File: src/rtl/snap_status_shifter.sv
module snap_status_shifter #(
  parameter int N_IN = 8,
  parameter int CRC_W = 5,
  parameter logic [CRC_W-1:0] CRC_POLY = 5'h15,
  parameter int N_FLG = 3,
  parameter int SYNC_STAGES = 2
) (
  input  logic            clk,
  input  logic            rst_n,
  input  logic            cs_n,
  input  logic            sclk,
  input  logic            chain_in,
  input  logic            short_frame,
  input  logic [N_IN-1:0] pin_state,
  input  logic            flag_uvl,
  input  logic            flag_ot,
  input  logic            flag_uvh,
  output logic            sdo
);
  localparam int FRAME_W = N_IN + CRC_W + N_FLG;
  localparam int MSG_W = N_IN + N_FLG;
  localparam int SHORT_POS = FRAME_W - N_IN;

  logic [SYNC_STAGES-1:0] cs_pipe, ck_pipe, di_pipe;
  logic cs_s, ck_s, di_s, cs_d, ck_d, din_q, short_q;
  logic cs_fall, ck_rise, ck_fall;
  logic [N_FLG-1:0] flags;
  logic [FRAME_W-1:0] sh, sh_shift;

  function automatic logic [CRC_W-1:0] crc_of(input logic [MSG_W-1:0] msg);
    logic [CRC_W-1:0] c;
    logic fb;
    c = '0;
    for (int i = MSG_W - 1; i >= 0; i--) begin
      fb = c[CRC_W-1] ^ msg[i];
      c = {c[CRC_W-2:0], 1'b0} ^ (fb ? CRC_POLY : '0);
    end
    return c;
  endfunction

  assign flags = {flag_uvl, flag_ot, flag_uvh};
  assign cs_s = cs_pipe[SYNC_STAGES-1];
  assign ck_s = ck_pipe[SYNC_STAGES-1];
  assign di_s = di_pipe[SYNC_STAGES-1];

  assign cs_fall = cs_d & ~cs_s;
  assign ck_rise = ~cs_d & ~ck_d & ck_s;
  assign ck_fall = ~cs_d & ck_d & ~ck_s;

  always_ff @(posedge clk or negedge rst_n) begin
    if (!rst_n) begin
      cs_pipe <= '1;
      ck_pipe <= '0;
      di_pipe <= '0;
      cs_d <= 1'b1;
      ck_d <= 1'b0;
    end else begin
      cs_pipe <= {cs_pipe[SYNC_STAGES-2:0], cs_n};
      ck_pipe <= {ck_pipe[SYNC_STAGES-2:0], sclk};
      di_pipe <= {di_pipe[SYNC_STAGES-2:0], chain_in};
      cs_d <= cs_s;
      ck_d <= ck_s;
    end
  end

  always_comb begin
    sh_shift = sh << 1;
    if (short_q) sh_shift[SHORT_POS] = din_q;
    else sh_shift[0] = din_q;
  end

  always_ff @(posedge clk or negedge rst_n) begin
    if (!rst_n) begin
      sh <= '1;
      din_q <= 1'b0;
      short_q <= 1'b0;
    end else begin
      if (ck_rise) din_q <= di_s;
      if (cs_fall) begin
        sh <= {pin_state, crc_of({pin_state, flags}), flags};
        short_q <= short_frame;
      end else if (ck_fall) begin
        sh <= sh_shift;
      end
    end
  end

  assign sdo = cs_d ? 1'b1 : sh[FRAME_W-1];
endmodule

File: config.mk
export PLATFORM = sky130hd
export DESIGN_NAME = snap_status_shifter
export DESIGN_NICKNAME = d
export VERILOG_FILES = /design/src/rtl/snap_status_shifter.sv
export SDC_FILE = /design/constraint.sdc
export NUM_CORES = 1
export LEC_CHECK = 0
export CAP_MARGIN = 0
export CORE_MARGIN = 4
export CORE_UTILIZATION = 53
export DETAILED_ROUTE_END_ITERATION = 8
export GPL_TIMING_DRIVEN = 0
export PLACE_DENSITY = 0.78
export SKIP_LAST_GASP = 1
export SYNTH_ARGS = -nofsm -noshare
export SYNTH_HDL_FRONTEND = slang
export SYNTH_SLANG_ARGS = --single-unit
File: constraint.sdc
create_clock -name clk -period 2.13 [get_ports clk]
set_input_delay 0.3195 -clock clk [delete_from_list [all_inputs] [get_ports clk]]
set_output_delay 0.3195 -clock clk [all_outputs]
set_load 0.02 [all_outputs]
==> results of run 1 <==
-- power groups by stage --
stage	Sequential (uW)	Combinational (uW)	Clock, uW
after global routing	684	366	364
after CTS	673	341	344
after floorplan	659	250	0
after detailed placement	677	341	0
after global placement	672	329	0
final	673	339	335
-- stage by stage --
| stage | setup slack, ns | instance area, um^2 | instances | utilization | TNS (ns) |
|---|---|---|---|---|---|
| final | 0.0930 | 1600 | 157 | 0.689 | 0 |
| after CTS | 0.0721 | 1600 | 157 | 0.689 | 0 |
| after detailed placement | -0.138 | 1550 | 154 | 0.668 | -0.140 |
| after global placement | -0.149 | 1550 | 154 | 0.668 | -0.149 |
| after floorplan | 0.476 | 1340 | 109 | - | 0 |
| after global routing | 0.0213 | 1600 | 157 | 0.689 | 0 |
-- sequential cells by signal, summed over array words and instances (netlist names) --
register and flops:
cs_pipe 2, ck_d 1, di_pipe 2, cs_d 1, short_q 1, ck_pipe 2
sh 16, din_q 1
-- path summary, 6_finish.rpt --
path | startpoint | slack, ns | cells after the start | to
max | cs_d$_DFF_PN1_ | 0.09 | 2 | sdo
min | cs_pipe[0]$_DFF_PN1_ | 0.37 | 0 | cs_pipe[1]$_DFF_PN1_
max reg2reg | cs_d$_DFF_PN1_ | 0.33 | 4 | sh[14]$_DFFE_PN1P_
min reg2reg | cs_pipe[0]$_DFF_PN1_ | 0.37 | 0 | cs_pipe[1]$_DFF_PN1_
max in group asynchronous | rst_n | 0.88 | 1 | ck_pipe[0]$_DFF_PN0_
min in group asynchronous | rst_n | 0.58 | 1 | di_pipe[1]$_DFF_PN0_
-- what timing repair did --
| item | 4_1_cts | 5_1_grt |
|---|---|---|
| hold buffers | 0 | 0 |
| hold endpoints to repair | 0 | 0 |
| endpoints found under the setup margin | 1 | 0 |
| setup buffers | 0 | 0 |
-- cell type report --
| type | count | share of cell area |
|---|---|---|
| clock inverters | 1 | 0.0188 |
| multi-input cells | 77 | 0.404 |
| clock buffers | 3 | 0.0141 |
| well taps | 28 | 0.0219 |
| plain buffers | 4 | 0.00940 |
| repair buffers | 17 | 0.107 |
| inverters | 1 | 0.00235 |
| flip-flops and latches | 26 | 0.422 |
-- cells in the final DEF, fill, tap and decap left out, drive strengths merged --
master         netlist  layout
dfstp               19      19
clkdlybuf4s50        0      17
nand2               11      11
o21ai                8       8
mux2i                8       8
xnor2                7       7
dfrtp                7       7
xnor3                7       7
clkbuf               5       7
nor3b                4       4
nor2                 4       4
nor2b                3       3
a221o                3       3
mux2                 3       3
xor2                 3       3
nand2b               3       3
a21oi                2       2
a211oi               2       2
nand3b               2       2
or2                  1       1
inv                  1       1
nand3                1       1
o221ai               1       1
o221a                1       1
o211ai               1       1
a31oi                1       1
nor3                 1       1
bufinv               0       1
-- cell families after synthesis --
kind of cell    Yosys count  share of synthesized area
simple gates             30                      0.116
flops                    26                      0.502
buf+inv                   6                     0.0168
xor+xnor                 17                      0.185
compound gates           19                     0.0960
mux                      11                     0.0848
-- critical path, stage by stage (launching register included) --
cell and delay [ns]:
sky130_fd_sc_hd__dfstp_2 0.66, sky130_fd_sc_hd__or2_2 0.14, sky130_fd_sc_hd__clkdlybuf4s50_1 0.59
-- metal layers --
layer	vias up	routed length, um
li1	424	-
met1	447	1220
met2	31	1290
met3	7	146
met4	0	55
met5	-	0
==> impl_results.rst, run 1 <==
.. list-table::
   :header-rows: 1

   * - Metric
     - Value
   * - Number of fillers in the final layout
     - 178
   * - Part of the total power dissipated in combinational logic
     - 0.252
   * - Cells after Synth
     - 109
   * - Site Rows
     - 17
   * - Cell Int Power
     - 1010 uW
   * - Sequential cell area fraction in the yosys report
     - 0.502
   * - Synth Flop Type
     - sky130_fd_sc_hd__dfstp_2
   * - Clock network fraction of design power
     - 0.249
   * - Total number of H-tree levels
     - 1
   * - Synth top area cells
     - sky130_fd_sc_hd__dfstp_2 37%, sky130_fd_sc_hd__dfrtp_1 13%, sky130_fd_sc_hd__xnor3_1 8.4%
   * - Largest driver fanout on the critical path
     - 11
   * - Leading area contributor after synthesis
     - sky130_fd_sc_hd__dfstp_2
   * - Total length of routed wires
     - 2720 um
   * - Number of global-route vias before repair
     - 925
   * - TritonCTS Buffers
     - 3
   * - Max frequency
     - 491 MHz
   * - Global-route wire length before repair
     - 4570 um
   * - Status
     - finished clean
   * - Total number of vias
     - 909
   * - Synth-to-layout area growth
     - 18.9%
   * - Combined area of all synthesized cells
     - 1340 um^2
   * - Unrepaired setup endpoints after global routing
     - no
   * - Overall Global Routing Usage
     - 0.182
   * - Die outline height
     - 58.3 um
   * - Share of final-layout standard cells stronger than drive strength 1
     - 0.225
   * - Total of flip-flops plus latches after synthesis
     - 26
   * - Reg power frac
     - 0.500
   * - Area of the placeable core
     - 2320 um^2
   * - Portion of synthesized cell area occupied by the leading cell type
     - 0.372
   * - Number of violations reported at the end of detailed-routing iteration 0
     - 26
   * - M3 GR Usage
     - 0.0373
   * - Via-per-instance ratio
     - 5.79
   * - Die boundary width
     - 58.3 um
   * - Diode insertion count for antenna repair
     - 0
   * - Total of buffers placed on input and output ports
     - 17
   * - Number of max-capacitance violations reported
     - 0
   * - NumNets Final
     - 147
   * - Register area
     - 674 um^2
   * - Slew Limit Headroom
     - 0.248
   * - Maximum clock skew at final layout
     - 0.00395 ns
   * - Number of different library cells in the post-synthesis netlist
     - 27
   * - Total of endpoints with negative setup slack in the final report
     - 0
   * - Post-Synthesis Mean Instance Area
     - 12.3 um^2
   * - Clock edge transition at the registers on the reported setup and hold paths
     - 0.14 ns
   * - Buffer depth of the longest clock path
     - 2
   * - Post-layout power
     - 1350 uW
   * - Net Sw Power
     - 334 uW
   * - Worst ir drop on vdd
     - 0.575 mV
   * - Antenna violations before repair
     - 0
   * - Average wire per cell in the routed design
     - 17.3 um
   * - Worst skew pair latency
     - 0.32 ns
   * - Antenna Violating Nets Remaining
     - 0
   * - PD cells
     - 843 nW/um^2
   * - Launching element type of the critical path
     - flop
   * - Footprint of the multi-input gates
     - 646 um^2
   * - Clock root cell
     - sky130_fd_sc_hd__clkbuf_4
   * - Number of primary I/O pins
     - 18
   * - First-pass detailed-route iteration total
     - 4
   * - Data required time of the critical path
     - 1.81 ns
   * - Type of destination of the critical path
     - output pin
   * - Final hold slack
     - 0.367 ns
   * - Final min period
     - 2.04 ns
   * - Largest net degree at the start of global routing
     - 27
   * - Slew at the pin closest to its max-slew limit
     - 1.12 ns
   * - Met1 Use GR
     - 0.256
   * - Global routing usage on met2
     - 0.271
   * - Slew Viols, Final
     - 0
   * - Post-CTS resize count
     - 0
   * - Synthesized netlist net count
     - 126
   * - Remaining global-route overflow
     - 0
   * - Starting density of the core
     - 0.579
   * - Post-synthesis async set-or-reset flop share
     - 1.00
   * - Worst min path class
     - reg2reg
   * - Clock sink total
     - 26
   * - Fin. Hold Viols
     - 0
   * - Count leader, synth
     - sky130_fd_sc_hd__dfstp_2
   * - Setup Crit Path Kind
     - reg2out
   * - HPWL Detailed
     - 1980 um
   * - Yosys warnings
     - 0
   * - Floorplan die area
     - 3400 um^2
   * - Share of the clock period used by the worst path after layout
     - 0.956
   * - Routing layer with the top usage in global route
     - met2
   * - Post-route DRC
     - 0
   * - List of most frequent post-synthesis cells
     - 19 x sky130_fd_sc_hd__dfstp_2, 11 x sky130_fd_sc_hd__nand2_1, 8 x sky130_fd_sc_hd__mux2i_1, 8 x sky130_fd_sc_hd__o21ai_0
   * - Leak Pwr
     - 0.000644 uW
   * - Weighted congestion reported at the end of routability-driven placement
     - 0.759
   * - Sw Share
     - 0.248
   * - Number of flops mapped to enable cells by yosys
     - 0
   * - Worst EP arrival
     - 1.72 ns
   * - TritonCTS clock tree
     - built
(Power assumes the default switching activity.)
==> run 2: changes to the inputs <==
Settings changed: CORE_UTILIZATION 53 to 35, GPL_TIMING_DRIVEN 0 to 1, HOLD_SLACK_MARGIN from default to 0.08, PLACE_DENSITY 0.78 to 0.56.
==> run 2 against run 1 <==
  * Fmax increased by 2.1%
  * Clock power increased by 23%
  * First-iteration DRC count decreased by 42%
  * Hold slack got worse by 0.012 ns
  * Non-clock buffer count increased by 11
  * Clock skew decreased by 0.00052 ns
  * Flip-flop and latch count unchanged
  * Critical path type unchanged
  * Critical endpoint unchanged
  * Largest power group unchanged
==> impl_results.rst, run 2 (synthesized netlist as in run 1, its figures left out) <==
.. list-table::
   :header-rows: 1

   * - Metric
     - Value
   * - Launch instance of the worst register-to-register path
     - cs_d$_DFF_PN1_
   * - Total number of vias
     - 901 (-0.88%)
   * - Worst ir drop on vdd
     - 0.352 mV (-39%)
   * - Starting density of the core
     - 0.364 (-0.215)
   * - Final cell utilization of the core
     - 0.473 (-0.216)
   * - Number of violations reported at the end of detailed-routing iteration 0
     - 15 (-42%)
   * - Total cell area at the placement stage
     - 1670 um^2 (+8.0%)
   * - Register area
     - 674 um^2 (unchanged)
   * - Launch point of the worst path
     - cs_d$_DFF_PN1_
   * - Slew Limit Headroom
     - 0.760 (+0.512)
   * - CTS Hold Bufs
     - 0 (unchanged)
   * - Biggest cell delay along the critical path
     - 0.67 ns (about the same)
   * - Die outline height
     - 69.9 um (+20%)
   * - Largest register by flop count
     - sh
   * - Total of buffers placed on input and output ports
     - 17 (unchanged)
   * - Share of final-layout standard cells stronger than drive strength 1
     - 0.321 (+0.0966)
   * - Weighted congestion reported at the end of routability-driven placement
     - 0.738 (-2.8%)
   * - Commonest non-fill, non-tap cells in the layout
     - 19 x sky130_fd_sc_hd__dfstp_2, 17 x sky130_fd_sc_hd__clkdlybuf4s50_1, 15 x sky130_fd_sc_hd__buf_4
   * - M3 GR Usage
     - 0.0317 (-0.00563)
   * - TritonCTS Buffers
     - 3 (unchanged)
   * - Status
     - finished clean
   * - Final total negative setup slack
     - 0 ns (unchanged)
   * - Number of global-route vias before repair
     - 986 (+6.6%)
   * - Average wire per cell in the routed design
     - 14.4 um (-17%)
   * - Post-CTS setup buffer count
     - 0 (unchanged)
   * - Worst Min Path Start
     - di_pipe[0]$_DFF_PN0_
   * - Slew at the pin closest to its max-slew limit
     - 0.360 ns (-0.765 ns)
   * - Clock sink total
     - 26 (unchanged)
   * - Global routing usage on met2
     - 0.210 (-0.0613)
   * - Synth-to-layout area growth
     - 29.8%
   * - Launching element type of the critical path
     - flop
   * - Worst EP arrival
     - 1.67 ns (-0.05 ns)
   * - Critical path, cell by cell
     - or2_2 -> clkdlybuf4s50_1
   * - Area of the placeable core
     - 3690 um^2 (+59%)
   * - Site Rows
     - 22 (+5)
   * - Total number of H-tree levels
     - 1 (unchanged)
   * - Total of endpoints with negative setup slack in the final report
     - 0 (unchanged)
   * - Met1 Use GR
     - 0.161 (-0.0951)
   * - Slew Viols, Final
     - 0 (unchanged)
   * - Worst skew pair latency
     - 0.27 ns (-0.05 ns)
   * - Post-route cell area
     - 1740 um^2 (+9.2%)
   * - Number of primary I/O pins
     - 18 (unchanged)
   * - Type of destination of the critical path
     - output pin
   * - Antenna Violating Nets Remaining
     - 0 (unchanged)
   * - Largest driver fanout on the critical path
     - 11 (unchanged)
   * - Most common cell after layout, fill and taps aside
     - sky130_fd_sc_hd__dfstp_2
   * - Final min period
     - 1.99 ns (-0.0427 ns)
   * - Global-route wire length before repair
     - 4850 um (+6.0%)
   * - TritonCTS clock tree
     - built
   * - Post-layout power
     - 1460 uW (+8.6%)
   * - Share of the clock period used by the worst path after layout
     - 0.936 (-0.0200)
   * - Unrepaired setup endpoints after global routing
     - no
   * - Max frequency
     - 501 MHz (+2.1%)
   * - Clock edge transition at the registers on the reported setup and hold paths
     - 0.09 ns (-0.05 ns)
   * - Footprint of the multi-input gates
     - 651 um^2 (+0.78%)
   * - Antenna violations before repair
     - 0 (unchanged)
   * - Fin. Hold Viols
     - 0 (unchanged)
   * - Number of flip-flops under the largest register name
     - 16 (unchanged)
   * - Maximum clock skew at final layout
     - 0.00343 ns (-0.000518 ns)
   * - Leak Pwr
     - 0.000722 uW (+12%)
   * - Number of max-capacitance violations reported
     - 0 (unchanged)
   * - Diode insertion count for antenna repair
     - 0 (unchanged)
   * - Final hold slack
     - 0.355 ns (-0.0121 ns)
   * - Buffer depth of the longest clock path
     - 2 (unchanged)
   * - Clock root cell
     - sky130_fd_sc_hd__clkbuf_8
   * - Largest net degree at the start of global routing
     - 27 (unchanged)
   * - HPWL Detailed
     - 2010 um (+1.4%)
   * - Data required time of the critical path
     - 1.81 ns (about the same)
   * - Die boundary width
     - 69.9 um (+20%)
   * - Worst min path class
     - reg2reg
   * - Remaining global-route overflow
     - 0 (unchanged)
   * - Number of fillers in the final layout
     - 340 (+91%)
   * - Overall Global Routing Usage
     - 0.124 (-0.0574)
   * - First-pass detailed-route iteration total
     - 3 (-1)
   * - Floorplan die area
     - 4890 um^2 (+44%)
   * - Setup Crit Path Kind
     - reg2out
   * - NumNets Final
     - 158 (+7.5%)
   * - PD cells
     - 838 nW/um^2 (-0.56%)
   * - Total length of routed wires
     - 2700 um (-0.74%)
   * - Post-route DRC
     - 0 (unchanged)
   * - Post-CTS resize count
     - 0 (unchanged)
   * - Via-per-instance ratio
     - 4.79 (-17%)
   * - CP max-delay cell
     - sky130_fd_sc_hd__dfstp_2
   * - Routing layer with the top usage in global route
     - met2
==> run 2: changes by cell type in the layout (fill, tap and decap cells not counted) <==
cell / previous run / this run
sky130_fd_sc_hd__nor3b_1: 4 / 3
sky130_fd_sc_hd__nor3b_2: 0 / 1
sky130_fd_sc_hd__buf_4: 0 / 15
sky130_fd_sc_hd__clkbuf_8: 0 / 3
sky130_fd_sc_hd__clkbuf_4: 3 / 0
sky130_fd_sc_hd__clkbuf_1: 4 / 0
==> run 2: final timing paths <==
kind | slack, ns | to | depth (start not counted)
worst max-delay path | 0.14 | sdo | 2
worst min-delay path | 0.36 | di_pipe[1]$_DFF_PN0_ | 0
worst max register to register | 0.65 | sh[9]$_DFFE_PN1P_ | 4
worst min register to register | 0.36 | di_pipe[1]$_DFF_PN0_ | 0
max in group asynchronous | 1.43 | sh[7]$_DFFE_PN1P_ | 2
min in group asynchronous | 0.40 | di_pipe[0]$_DFF_PN0_ | 2
==> run 2: area by class of cell <==
class                   count  share of cell area
clock inverters             1              0.0172
repair buffers             32               0.162
multi-input cells          77               0.373
flip-flops and latches     26               0.387
well taps                  48              0.0345
inverters                   1             0.00215
clock buffers               3              0.0237
==> run 2: power breakdown <==
group	internal, uW	switching (uW)
combinational	235	143
clock	251	161
sequential	621	49.7
==> run 2: metrics by stage <==
step	worst slack [ns]	cells
2_1_floorplan	0.476	109
4_1_cts	0.134	188
3_3_place_gp	0.0237	184
6_report	0.136	188
5_1_grt	0.0723	188
3_5_place_dp	-0.0209	184
==> run 2: per-layer routing <==
| metal | wire length [um] | vias up |
|---|---|---|
| met5 | 0 | - |
| met4 | 17 | 0 |
| met3 | 101 | 4 |
| met2 | 1360 | 13 |
| met1 | 1220 | 438 |
| li1 | - | 446 |
==> run 2: critical path: cells and delay by family (launching register included) <==
kind | cells | cell delay, ns
simple gates | 1 | 0.15
flops | 1 | 0.67
buf+inv | 1 | 0.59
